`src/rtl/pkt_pend_pkg.sv`:
```
package pkt_pend_pkg;
   typedef enum logic [1:0] {
      CNT_HOLD = 2'd0,
      CNT_UP   = 2'd1,
      CNT_DOWN = 2'd2
   } cnt_op_e;
endpackage

```
`src/rtl/pkt_pend_ctl.sv`:
```
// Arbitration between completion and decrement; detects the saturated ends.
module pkt_pend_ctl
   import pkt_pend_pkg::*;
#(
   parameter int CNT_W = 8
) (
   input  logic             done,
   input  logic             en,
   input  logic             dec,
   input  logic [CNT_W-1:0] count,
   output cnt_op_e          op,
   output logic             rej_evt,
   output logic             full,
   output logic             at_one
);
   localparam logic [CNT_W-1:0] MAX_C = {CNT_W{1'b1}};
   localparam logic [CNT_W-1:0] ONE_C = CNT_W'(1);

   logic accept;
   logic take;

   always_comb begin
      full    = (count == MAX_C);
      at_one  = (count == ONE_C);
      accept  = done && en && !full;
      rej_evt = done && en && full;
      take    = dec && (count != '0);
      unique case ({accept, take})
         2'b10:   op = CNT_UP;
         2'b01:   op = CNT_DOWN;
         default: op = CNT_HOLD;
      endcase
   end
endmodule

```
`src/rtl/pkt_pend_cnt.sv`:
```
// Count register; the arbiter already guarantees no wrap at either end.
module pkt_pend_cnt
   import pkt_pend_pkg::*;
#(
   parameter int CNT_W = 8
) (
   input  logic             clk,
   input  logic             rst_n,
   input  cnt_op_e          op,
   output logic [CNT_W-1:0] count
);
   always_ff @(posedge clk or negedge rst_n) begin
      if (!rst_n) begin
         count <= '0;
      end else begin
         unique case (op)
            CNT_UP:   count <= count + 1'b1;
            CNT_DOWN: count <= count - 1'b1;
            default:  count <= count;
         endcase
      end
   end
endmodule

```
`src/rtl/pkt_pend_flag.sv`:
```
// Pending flag: set by any increment, cleared by the decrement that empties.
module pkt_pend_flag
   import pkt_pend_pkg::*;
(
   input  logic    clk,
   input  logic    rst_n,
   input  cnt_op_e op,
   input  logic    at_one,
   output logic    pend
);
   always_ff @(posedge clk or negedge rst_n) begin
      if (!rst_n) begin
         pend <= 1'b0;
      end else if (op == CNT_UP) begin
         pend <= 1'b1;
      end else if (op == CNT_DOWN && at_one) begin
         pend <= 1'b0;
      end
   end
endmodule

```
`src/rtl/pkt_pend_err.sv`:
```
// Error strobe: registered pulse (default) or same-cycle combinational pulse.
module pkt_pend_err #(
   parameter bit ERR_REG = 1'b1
) (
   input  logic clk,
   input  logic rst_n,
   input  logic rej_evt,
   output logic err
);
   generate
      if (ERR_REG) begin : g_reg
         always_ff @(posedge clk or negedge rst_n) begin
            if (!rst_n) err <= 1'b0;
            else        err <= rej_evt;
         end
      end else begin : g_comb
         logic unused_clk_rst;
         assign unused_clk_rst = clk ^ rst_n;
         assign err = rej_evt;
      end
   endgenerate
endmodule

```
`src/rtl/pkt_pend_counter.sv`:
```
module pkt_pend_counter
   import pkt_pend_pkg::*;
#(
   parameter int CNT_W   = 8,
   parameter bit ERR_REG = 1'b1
) (
   input  logic             clk,
   input  logic             rst_n,
   input  logic             pkt_done_i,
   input  logic             rx_en_i,
   input  logic             dec_i,
   output logic [CNT_W-1:0] count_o,
   output logic             pending_o,
   output logic             reject_o,
   output logic             err_o
);
   generate
      if (CNT_W < 2 || CNT_W > 16) begin : g_bad_width
         $error("pkt_pend_counter: CNT_W must lie in 2..16");
      end
   endgenerate

   cnt_op_e op;
   logic    rej_evt;
   logic    full;
   logic    at_one;

   pkt_pend_ctl #(.CNT_W(CNT_W)) u_ctl (
      .done   (pkt_done_i),
      .en     (rx_en_i),
      .dec    (dec_i),
      .count  (count_o),
      .op     (op),
      .rej_evt(rej_evt),
      .full   (full),
      .at_one (at_one)
   );

   pkt_pend_cnt #(.CNT_W(CNT_W)) u_cnt (
      .clk  (clk),
      .rst_n(rst_n),
      .op   (op),
      .count(count_o)
   );

   pkt_pend_flag u_flag (
      .clk   (clk),
      .rst_n (rst_n),
      .op    (op),
      .at_one(at_one),
      .pend  (pending_o)
   );

   pkt_pend_err #(.ERR_REG(ERR_REG)) u_err (
      .clk    (clk),
      .rst_n  (rst_n),
      .rej_evt(rej_evt),
      .err    (err_o)
   );

   assign reject_o = full;
endmodule

```
`config.mk`:
```
export PLATFORM = sky130hd
export DESIGN_NAME = pkt_pend_counter
export DESIGN_NICKNAME = d
export VERILOG_FILES = /design/src/rtl/pkt_pend_pkg.sv /design/src/rtl/pkt_pend_ctl.sv /design/src/rtl/pkt_pend_cnt.sv /design/src/rtl/pkt_pend_flag.sv /design/src/rtl/pkt_pend_err.sv /design/src/rtl/pkt_pend_counter.sv
export SDC_FILE = /design/constraint.sdc
export NUM_CORES = 1
export LEC_CHECK = 0
export BUFFER_PORTS_ARGS = -buffer_cell sky130_fd_sc_hd__buf_4
export CORE_MARGIN = 8
export CORE_UTILIZATION = 49
export CTS_BUF_LIST = sky130_fd_sc_hd__clkbuf_8
export CTS_CLUSTER_DIAMETER = 100
export DETAILED_ROUTE_END_ITERATION = 12
export PLACE_DENSITY = 0.87
export REMOVE_ABC_BUFFERS = 1
export SLEW_MARGIN = 20
export SYNTH_ARGS = -nofsm -noshare
export SYNTH_HDL_FRONTEND = slang
export SYNTH_SLANG_ARGS = --single-unit
```
`constraint.sdc`:
```
create_clock -name clk -period 2.2 [get_ports clk]
set_clock_uncertainty 0.05 [all_clocks]
set_input_delay 0.33 -clock clk [delete_from_list [all_inputs] [get_ports clk]]
set_output_delay 0.33 -clock clk [all_outputs]
set_load 0.01 [all_outputs]
```
# After elaboration in Yosys (flattened, before gate mapping)

Index checks and enable logic that the tools add are counted.
Widths: inputs -> output; s select.

Input port bits: 5
Output and inout port bits: 11
Word-level logic and storage cells: 24
Bits in registers: 10

Equality and inequality tests: 6
Add/sub/neg operators: 2
Multiplexer cells: 4
Reductions and logical operators: 9

Operators with widths:

| kind                | count |
|---|---|
| $pmux 8 s2          | 1 |
| $add 8x1->8 const B | 1 |
| $eq 8x1->1 const B  | 1 |
| $eq 8x8->1 const B  | 1 |
| $reduce_bool 8->1   | 1 |
| $sub 8x1->8 const B | 1 |
| $logic_and 1x1->1   | 5 |
| $eq 2x1->1 const B  | 2 |
| $eq 2x2->1 const B  | 2 |
| $pmux 2 s2          | 1 |
| $reduce_bool 2->1   | 2 |
| $mux 1              | 2 |
| $logic_not 1->1     | 1 |

# Longest topological paths before layout

Gate-level depths: netlist of run 1.

Word-level depth: 9
Gate-level depth with buffers: 11
Mapped depth without buffers: 10

# Cells and area by module

A second synthesis of run 1 with hierarchy kept.

Cell total of the unflattened synthesis: 115
Area total of the unflattened synthesis: 993.5 µm²

By module, submodules not included:

| module        | sequential area each (µm²) | cells each | area an instance (µm²) | times used |
|---|---|---|---|---|
| pkt_pend_cnt  | 200.2                      | 97         | 833.3                  | 1 |
| pkt_pend_ctl  | 0.0                        | 13         | 83.8                   | 1 |
| pkt_pend_flag | 25.0                       | 4          | 51.3                   | 1 |
| pkt_pend_err  | 25.0                       | 1          | 25.0                   | 1 |

# Worst setup path after synthesis of run 1

OpenSTA, ideal clock, no wires.

Kind: register to register
Start point: reg u_cnt.count[6]
End point: reg u_cnt.count[5]
Slack: -236 ps
Data arrival time: 2307 ps
Data required time: 2071 ps
Path buffers: 1
Period minus slack after synthesis: 2436 ps
Cell stages (with the launch flop): 11
Library setup time: 79 ps
Cell sequence: dfrtp_1 -> or3_1 -> nor4_1 -> nand2_1 -> and2_1 -> ha_1 -> clkbuf_8 -> nor2b_1 -> a31oi_1 -> a211oi_2 -> xor2_1

Longest elaborated chain between the ends: 7
Elaborated cells between the ends (all ways): 12
Classes of those cells: eq/ne: 5; mux: 2; reduce/logical: 5

RTL lines:

| element                                         | line               | RTL |
|---|---|---|
| from (decl)                                     | pkt_pend_cnt.sv:10 | `output logic [CNT_W-1:0] count` |
| from (signal assigned)                          | pkt_pend_cnt.sv:17 | `CNT_UP: count <= count + 1'b1;` |
| from (signal assigned)                          | pkt_pend_cnt.sv:18 | `CNT_DOWN: count <= count - 1'b1;` |
| from (signal assigned)                          | pkt_pend_cnt.sv:19 | `default: count <= count;` |
| $eq 8x8->1                                      | pkt_pend_ctl.sv:23 | `full = (count == MAX_C);` |
| $logic_not 1->1                                 | pkt_pend_ctl.sv:25 | `accept = done && en && !full;` |
| $logic_and 1x1->1                               | pkt_pend_ctl.sv:25 |  |
| $eq 2x1->1 or $eq 2x2->1 (tied branches)        | pkt_pend_ctl.sv:28 | `unique case ({accept, take})` |
| $pmux 2 s2 (*)                                  | pkt_pend_ctl.sv:28 |  |
| $eq 2x2->1 or $eq 2x1->1 (tied branches)        | pkt_pend_cnt.sv:16 | `unique case (op)` |
| $pmux 8 s2 or $reduce_bool 2->1 (tied branches) | --                 |  |

Every way passes the cells marked *; elsewhere a longest branch is shown, timed or not.
A chain may end at the register's enable or synchronous reset.

# Worst setup path after layout of run 1

Same ends and word-level chain as after synthesis.

==> metrics, run 1 <==
# H-tree levels=1; category of the worst setup path capture point=flip-flop; latest clock arrival within the worst-skew pair=0.24 ns; first-pass detailed-route iteration total=4; final routed DRC violation total=0; gr usage total=0.1506; cells after synthesis=67; Tcrit/Tclk final=1.056; number of antenna violations at the first check in global routing=0; Post-synth ARST share=1.000; number of different library cells in the post-synthesis netlist=30; core region area=1301 µm²; global-route track usage on met2=0.2656; PD cells=1330 nW/µm²; max cap viols=0; clock transition at the registers of the reported paths=0.05 ns; die outline area=2860 µm²; number of global-route vias before repair=718; crit path time final=2.323 ns; smallest setup slack after layout=-0.1230 ns; Pins Over Slew Limit=0; Inserted Clock Buffers=3; half-perimeter wire length after placement=1.325 mm; unrepaired setup endpoints after global routing=true; most used flip-flop cell after synthesis=sky130_fd_sc_hd__dfrtp_1; number of antenna cells inserted=0; worst endpoint required time=2.31 ns; GR Util met1=0.1536; pin count of the biggest net entering global routing=11; gpl congestion=0.8314; worst hold endpoint=u_err.err; worst min-delay path startpoint=rx_en_i; gr busiest metal=met2; Max VDD drop=1.027 mV; part of the Yosys area used for sequential elements=0.3636; Reg2Reg Capture Point=u_cnt.count[5]; source of the worst register-to-register timing path=u_cnt.count[6]; number of I/O pins=16; startpoint type of the worst setup path=flip-flop; reg2reg setup slack=-0.12 ns; EDFF count, synth=0; number of failing hold endpoints at the final stage=0; row cnt=13; data arrival time of the worst path=2.43 ns; area added between synthesis and finish=54.55%; static leakage=0.5019 nW; Post-Place Worst Slack=-0.3288 ns; M3 GR Usage=0.03922; Clock Path Buffers=2; die boundary height=53.48 µm; setup TNS after final layout=-0.5218 ns; critical setup path kind=reg -> reg; sinks on the clock net=10; number of synthesized register bits=10; wire length per cell after detailed routing=17.81 µm; most common cell after layout, fill and taps aside=sky130_fd_sc_hd__buf_4; Hold Path Cell Cnt=3; IO Port Bufs=15; global route overflow=0; most frequent cells in the layout=sky130_fd_sc_hd__buf_4 (32), sky130_fd_sc_hd__dfrtp_1 (10), sky130_fd_sc_hd__xor2_1 (5); initial core utilization=0.5288; f_max=430.5 MHz; clock tree from TritonCTS=done; wire length of the first global-routing pass=3.167 mm; average via count per standard cell=5.556; WL final=2.084 mm; fraction of layout cells with a size suffix above 1=0.5392; Root Driver=sky130_fd_sc_hd__clkbuf_8; DRT antenna net count=0; Final setup violation count=6; Reg2Reg Depth=9; transition time at the pin with the least slew margin=0.2839 ns; vias after detailed routing=650; failing checks=negative setup slack; DIE WIDTH=53.48 µm; Max-Slew Margin vs Limit=0.8093; status=finished, violations left; mean cell area of the mapped netlist=10.27 µm²; critical path peak fanout=7; worst hold-check path type=in -> reg; number of nets in the final layout=114; Syn Std Cell Area=688.2 µm²; Yosys warning count=0; detailed router's first-iteration violation count=10
-- sequential cells by signal, summed over array words and instances, names as in the netlist --
signal	cells
u_err.err	1
u_flag.pend	1
u_cnt.count	8
-- report_power, final --
group,switching (mW),total (mW),internal [mW]
combinational,0.399,0.843,0.444
clock,0.0747,0.232,0.158
sequential,0.0732,0.340,0.266
-- cell usage after synthesis, types with 2 or more instances --
cell type / instances / share of area
sky130_fd_sc_hd__and2_1: 2 / 0.018
sky130_fd_sc_hd__dfrtp_1: 10 / 0.36
sky130_fd_sc_hd__nand2_1: 5 / 0.027
sky130_fd_sc_hd__a31oi_1: 2 / 0.018
sky130_fd_sc_hd__ha_1: 6 / 0.11
sky130_fd_sc_hd__nor2b_1: 2 / 0.018
sky130_fd_sc_hd__nand4_1: 2 / 0.018
sky130_fd_sc_hd__nor2_1: 5 / 0.027
sky130_fd_sc_hd__inv_1: 3 / 0.016
sky130_fd_sc_hd__xnor2_1: 3 / 0.038
sky130_fd_sc_hd__nand3_1: 2 / 0.015
sky130_fd_sc_hd__clkbuf_8: 2 / 0.040
sky130_fd_sc_hd__xor2_1: 5 / 0.064
sky130_fd_sc_hd__nor3b_1: 2 / 0.022
-- worst max path at each step --
stage                   start              to  slack (ns)  depth (start not counted)
6_report       u_cnt.count[6]  u_cnt.count[5]       -0.12                          9
5_1_grt        u_cnt.count[6]  u_cnt.count[5]       -0.25                          9
4_1_cts        u_cnt.count[6]  u_cnt.count[5]       -0.02                          9
3_3_place_gp   u_cnt.count[6]  u_cnt.count[5]       -0.17                          9
2_1_floorplan  u_cnt.count[6]  u_cnt.count[5]       -0.22                          9
3_5_place_dp   u_cnt.count[6]  u_cnt.count[5]       -0.33                          9
-- layer usage --
metal,share of wire,routed length (µm)
met2,0.53,1098
met5,0,0
met4,0.030,63
met1,0.38,792
met3,0.061,128
-- through the flow --
stage	instances	cell area [µm²]	power, mW	utilization	hold WS (ns)
2_1_floorplan	64	649.4	0.6770	-	-0.01559
3_3_place_gp	106	870.8	1.003	0.6692	0.1169
3_5_place_dp	106	870.8	1.043	0.6692	0.1194
4_1_cts	113	1011	1.354	0.7769	0.2882
5_1_grt	117	1064	1.504	0.8173	0.3358
6_report	117	1064	1.415	0.8173	0.3280
-- worst max-delay path, cell delays in order, from the launching register on --
cell and delay, ns:
sky130_fd_sc_hd__dfrtp_1 0.37, sky130_fd_sc_hd__or3_4 0.41, sky130_fd_sc_hd__nor4_4 0.21, sky130_fd_sc_hd__nand2_1 0.15
sky130_fd_sc_hd__and2_4 0.19, sky130_fd_sc_hd__ha_4 0.18, sky130_fd_sc_hd__nor2b_4 0.15, sky130_fd_sc_hd__a31oi_1 0.11
sky130_fd_sc_hd__a211oi_2 0.23, sky130_fd_sc_hd__xor2_1 0.17
-- area by class of cell --
| class | count | area (µm²) |
|---|---|---|
| repair buffers | 34 | 261.5 |
| multi-input cells | 51 | 466.7 |
| clock buffers | 4 | 55.05 |
| fillers | 85 | 237.7 |
| well taps | 15 | 18.77 |
| flip-flops and latches | 10 | 250.2 |
| inverters | 3 | 11.26 |
-- repair_timing --
item,CTS,global route
resized for setup,12,6
pin swaps,4,6
hold buffers,1,0
setup endpoints to repair,7,6
endpoints found under the hold margin,10,0
setup buffers,2,4
-- cell families after synthesis --
kind of cell    synth area share
compound gates            0.1036
xor+xnor                  0.1018
fa+ha+maj                 0.1091
buf+inv                  0.07273
flops                     0.3636
mux                      0.01455
simple gates              0.2346
No activity file was read; power rests on OpenSTA's default activity.
==> run 2: changes to the inputs <==
--- a/config.mk
+++ b/config.mk
@@ -6,7 +6,7 @@
 export NUM_CORES = 1
 export LEC_CHECK = 0
 export BUFFER_PORTS_ARGS = -buffer_cell sky130_fd_sc_hd__buf_4
-export CORE_MARGIN = 8
+export CORE_MARGIN = 2
 export CORE_UTILIZATION = 49
 export CTS_BUF_LIST = sky130_fd_sc_hd__clkbuf_8
 export CTS_CLUSTER_DIAMETER = 100
==> run 2 against run 1 <==
Effect of this change: the run still ends with negative setup slack left; wire length shrank 1.6%; clock-buffer cell count down 1; via count down 4.6%; critical path depth stayed put; critical endpoint unchanged; largest power group unchanged; highest routed layer unchanged.
==> metrics, run 2 (synthesized netlist as in run 1, its figures left out) <==
status=finished, violations left; failing checks=negative setup slack; sinks on the clock net=10; # H-tree levels=1; max reg flops=8; average via count per standard cell=5.536; category of the worst setup path capture point=flip-flop; final routed DRC violation total=0; number of nets in the final layout=110; most frequent cells in the layout=sky130_fd_sc_hd__buf_4 (28), sky130_fd_sc_hd__dfrtp_1 (10), sky130_fd_sc_hd__nand2_1 (5), sky130_fd_sc_hd__xor2_1 (5); WL final=2.051 mm; core utilization of the finished layout=0.8010; setup TNS after final layout=-0.4205 ns; wire length of the first global-routing pass=3.174 mm; gr usage total=0.2445; number of global-route vias before repair=675; initial core utilization=0.5288; f_max=433.5 MHz; die outline area=1720 µm²; worst endpoint required time=2.31 ns; DRT antenna net count=0; cell area after layout=1042 µm²; latest clock arrival within the worst-skew pair=0.23 ns; IO Port Bufs=15; gpl congestion=0.8835; register with the most flip-flops=u_cnt.count; half-perimeter wire length after placement=1.290 mm; row cnt=13; Max-Slew Margin vs Limit=0.7999; detailed router's first-iteration violation count=18; Inserted Clock Buffers=3; Tcrit/Tclk final=1.049; worst hold-check path type=in -> reg; transition time at the pin with the least slew margin=0.3001 ns; critical path peak fanout=6; number of antenna cells inserted=0; total power=1.374 mW; Pins Over Slew Limit=0; data arrival time of the worst path=2.41 ns; Top Registers=u_cnt.count (8), u_err.err (1), u_flag.pend (1); most common cell after layout, fill and taps aside=sky130_fd_sc_hd__buf_4; Clock Path Buffers=2; number of antenna violations at the first check in global routing=0; PD cells=1319 nW/µm²; vias after detailed routing=620; critical setup path kind=reg -> reg; fraction of layout cells with a size suffix above 1=0.5567; DIE WIDTH=41.48 µm; Root Driver=sky130_fd_sc_hd__clkbuf_8; Final setup violation count=6; Cell Area, Placed=870.8 µm²; wire length per cell after detailed routing=18.31 µm; crit path time final=2.307 ns; max cap viols=0; smallest setup slack after layout=-0.1068 ns; area added between synthesis and finish=51.45%; core region area=1301 µm²; clock tree from TritonCTS=done; final hold slack=0.3317 ns; Max VDD drop=0.7078 mV; number of failing hold endpoints at the final stage=0; die boundary height=41.48 µm; pin count of the biggest net entering global routing=11; clock transition at the registers of the reported paths=0.04 ns; unrepaired setup endpoints after global routing=true; startpoint type of the worst setup path=flip-flop; static leakage=0.4733 nW; number of I/O pins=16; first-pass detailed-route iteration total=4; global route overflow=0
==> run 2: changes by cell type in the layout (fill, tap and decap cells not counted), sizes merged <==
cell	before	now
clkbuf	4	3
buf	33	29
==> run 2: cell type report <==
| class | instances | area [µm²] |
|---|---|---|
| Clock buffer | 3 | 41.29 |
| Fill cell | 82 | 259.0 |
| Inverter | 3 | 11.26 |
| Multi-Input combinational cell | 51 | 489.2 |
| Sequential cell | 10 | 250.2 |
| Tap cell | 15 | 18.77 |
| Timing Repair Buffer | 30 | 231.5 |
==> run 2: per-layer routing <==
metal  global-route usage  part of all wire
met1               0.2659              0.40
met5                    0                 0
met3              0.05217             0.034
met2               0.4344              0.53
met4               0.1355             0.030
==> run 2: repair_timing <==
action	4_1_cts	5_1_grt
setup buffers	1	1
gates resized for setup	12	8
hold buffers	1	0
pin swaps	2	3
endpoints found under the setup margin	7	6
endpoints found under the hold margin	10	0
==> run 2: final timing paths <==
path	start	end	slack, ns	cells after the start
worst max-delay path	u_cnt.count[6]	u_cnt.count[5]	-0.11	9
worst min register to register	u_flag.pend	u_flag.pend	0.44	1
min in group asynchronous	rst_n	u_cnt.count[7]	0.41	2
worst min-delay path	rx_en_i	u_err.err	0.33	3
max in group asynchronous	rst_n	u_cnt.count[3]	1.54	2
worst max register to register	u_cnt.count[6]	u_cnt.count[5]	-0.11	9
==> run 2: critical path: stages, from the launching register on <==
cell and delay [ns]:
sky130_fd_sc_hd__dfrtp_1 0.38, sky130_fd_sc_hd__or3_4 0.41, sky130_fd_sc_hd__nor4_4 0.20, sky130_fd_sc_hd__nand2_1 0.15
sky130_fd_sc_hd__and2_4 0.19, sky130_fd_sc_hd__ha_4 0.18, sky130_fd_sc_hd__nor2b_4 0.18, sky130_fd_sc_hd__a31oi_2 0.11
sky130_fd_sc_hd__a211oi_2 0.22, sky130_fd_sc_hd__xor2_1 0.16
==> run 2: through the flow <==
step,worst slack (ns),instances
2_1_floorplan,-0.2196,64
3_3_place_gp,-0.1698,106
3_5_place_dp,-0.3008,106
4_1_cts,-0.007536,111
5_1_grt,-0.1900,112
6_report,-0.1068,112
==> run 2: power by group <==
part | internal, mW | switching (mW) | total, mW
sequential | 0.266 | 0.0827 | 0.349
combinational | 0.431 | 0.407 | 0.838
clock | 0.119 | 0.0676 | 0.187
total | 0.817 | 0.558 | 1.37
==> run 3: changes to the inputs <==
==> constraint.sdc (replaced) <==
create_clock -name clk -period 1.88 [get_ports clk]
set_clock_uncertainty 0.05 [all_clocks]
set_input_delay 0.282 -clock clk [delete_from_list [all_inputs] [get_ports clk]]
set_output_delay 0.282 -clock clk [all_outputs]
set_load 0.01 [all_outputs]
==> run 3 against run 2 <==
Effect of this change: the flow still finishes with violations (negative setup slack); first-iteration DRC count shrank 61%; fmax is 1.6% higher; core utilization up 3.3 points; non-clock buffer count grew 5; power up 23%; critical endpoint is now u_cnt.count[4]; largest power group unchanged.
==> metrics, run 3 (synthesized netlist as in run 1, its figures left out) <==
Final setup violation count=9; pin count of the biggest net entering global routing=11; core region area=1301 µm²; Root Driver=sky130_fd_sc_hd__clkbuf_8; Reg2Reg Depth=9; smallest setup slack after layout=-0.3909 ns; register with the most flip-flops=u_cnt.count; PD cells=1554 nW/µm²; sinks on the clock net=10; Top Registers=u_cnt.count (8), u_err.err (1), u_flag.pend (1); DRT antenna net count=0; number of cells after detailed placement=110; gpl congestion=0.8446; data arrival time of the worst path=2.33 ns; f_max=440.4 MHz; number of antenna cells inserted=0; final routed DRC violation total=0; worst endpoint required time=1.94 ns; average via count per standard cell=5.342; number of I/O pins=16; total power=1.686 mW; fraction of layout cells with a size suffix above 1=0.5686; cell area after layout=1085 µm²; max cap viols=0; startpoint type of the worst setup path=flip-flop; number of failing hold endpoints at the final stage=0; Max-Slew Margin vs Limit=0.8290; area added between synthesis and finish=57.64%; most common cell after layout, fill and taps aside=sky130_fd_sc_hd__buf_4; row cnt=13; Inserted Clock Buffers=3; die outline area=1720 µm²; IO Port Bufs=15; WL final=2.078 mm; DIE WIDTH=41.48 µm; status=finished, violations left; number of nets in the final layout=115; die boundary height=41.48 µm; critical path peak fanout=7; critical setup path kind=reg -> reg; reg2reg setup slack=-0.39 ns; Tcrit/Tclk final=1.208; worst setup path start=u_cnt.count[4]; worst hold-check path type=in -> reg; number of global-route vias before repair=659; failing checks=negative setup slack; latest clock arrival within the worst-skew pair=0.23 ns; filler cell count=74; Pins Over Slew Limit=0; last element of the critical path=u_cnt.count[4]; Cell Area, Placed=900.9 µm²; wire length of the first global-routing pass=3.077 mm; Reg2Reg Capture Point=u_cnt.count[4]; first-pass detailed-route iteration total=4; Clock Path Buffers=2; vias after detailed routing=625; category of the worst setup path capture point=flip-flop; global route overflow=0; max reg flops=8; most frequent cells in the layout=sky130_fd_sc_hd__buf_4 (31), sky130_fd_sc_hd__dfrtp_1 (10), sky130_fd_sc_hd__nand2_1 (5), sky130_fd_sc_hd__xor2_1 (5); clock transition at the registers of the reported paths=0.05 ns; gr usage total=0.2338; non-filler cells in the finished layout=117; initial core utilization=0.5288; half-perimeter wire length after placement=1.222 mm; transition time at the pin with the least slew margin=0.2560 ns; crit path time final=2.271 ns; number of antenna violations at the first check in global routing=0; source of the worst register-to-register timing path=u_cnt.count[4]; static leakage=0.5028 nW; Max VDD drop=0.9208 mV; # H-tree levels=1; wire length per cell after detailed routing=17.76 µm; detailed router's first-iteration violation count=7; unrepaired setup endpoints after global routing=true; clock tree from TritonCTS=done
run 3: cell types whose count changed in the layout (fill, tap and decap cells not counted), moves of 2 or more:
| cell | delta |
|---|---|
| sky130_fd_sc_hd__a31oi_1 | +2 |
| sky130_fd_sc_hd__buf_4 | +3 |
| sky130_fd_sc_hd__buf_6 | +2 |
| sky130_fd_sc_hd__a31oi_2 | -2 |
run 3: power by group:
group,internal [mW],switching (mW)
clock network,0.141,0.0891
registers,0.311,0.0910
logic,0.560,0.494
total,1.01,0.674
run 3: what timing repair did:
action	CTS	global route
pin swaps	8	12
gates resized for setup	15	8
gates cloned	0	0
endpoints found under the hold margin	10	0
setup buffers	1	2
setup endpoints to repair	9	9
hold buffers	1	0
run 3: critical path: stages, from the launching register on:
cell and delay, ns:
sky130_fd_sc_hd__dfrtp_1 0.40, sky130_fd_sc_hd__or3_4 0.41, sky130_fd_sc_hd__nor4_4 0.17, sky130_fd_sc_hd__nand2_1 0.14
sky130_fd_sc_hd__and2_4 0.17, sky130_fd_sc_hd__ha_4 0.19, sky130_fd_sc_hd__and4bb_2 0.24, sky130_fd_sc_hd__a31oi_1 0.15
sky130_fd_sc_hd__nor2_1 0.07, sky130_fd_sc_hd__xor2_1 0.15
run 3: final cells by class:
cell class,instances,area (µm²),area share
Sequential cell,10,250.2,0.2307
Timing Repair Buffer,35,276.5,0.2549
Inverter,3,11.26,0.01038
Multi-Input combinational cell,51,486.7,0.4487
Clock buffer,3,41.29,0.03806
Tap cell,15,18.77,0.01730
run 3: how the worst min path moves through the flow:
stage / from / end / slack (ns) / cells after the start
after global placement: rst_n / u_cnt.count[2] / 0.07 / 1
final: rx_en_i / u_err.err / 0.27 / 3
after detailed placement: rst_n / u_cnt.count[2] / 0.07 / 1
after floorplan: rst_n / u_cnt.count[0] / -0.06 / 0
after global routing: rx_en_i / u_err.err / 0.27 / 3
after CTS: rx_en_i / u_err.err / 0.25 / 3
run 3: per-stage QoR:
step	worst slack (ns)	setup TNS, ns	utilization	hold WS, ns
finish	-0.3909	-2.209	0.8337	0.2735
global placement	-0.4775	-2.606	0.6923	0.06625
CTS	-0.4265	-2.537	0.7952	0.2529
floorplan	-0.5396	-2.854	-	-0.06359
global route	-0.4284	-2.680	0.8337	0.2685
detailed placement	-0.6333	-3.688	0.6923	0.07342
run 3: routing by layer:
metal	vias up	share of wire	track usage	routed length, µm
li1	297	-	-	-
met4	0	0.040	0.1226	84
met3	9	0.048	0.04348	100
met1	292	0.41	0.2775	855
met5	-	0	0	0
met2	27	0.50	0.3969	1037
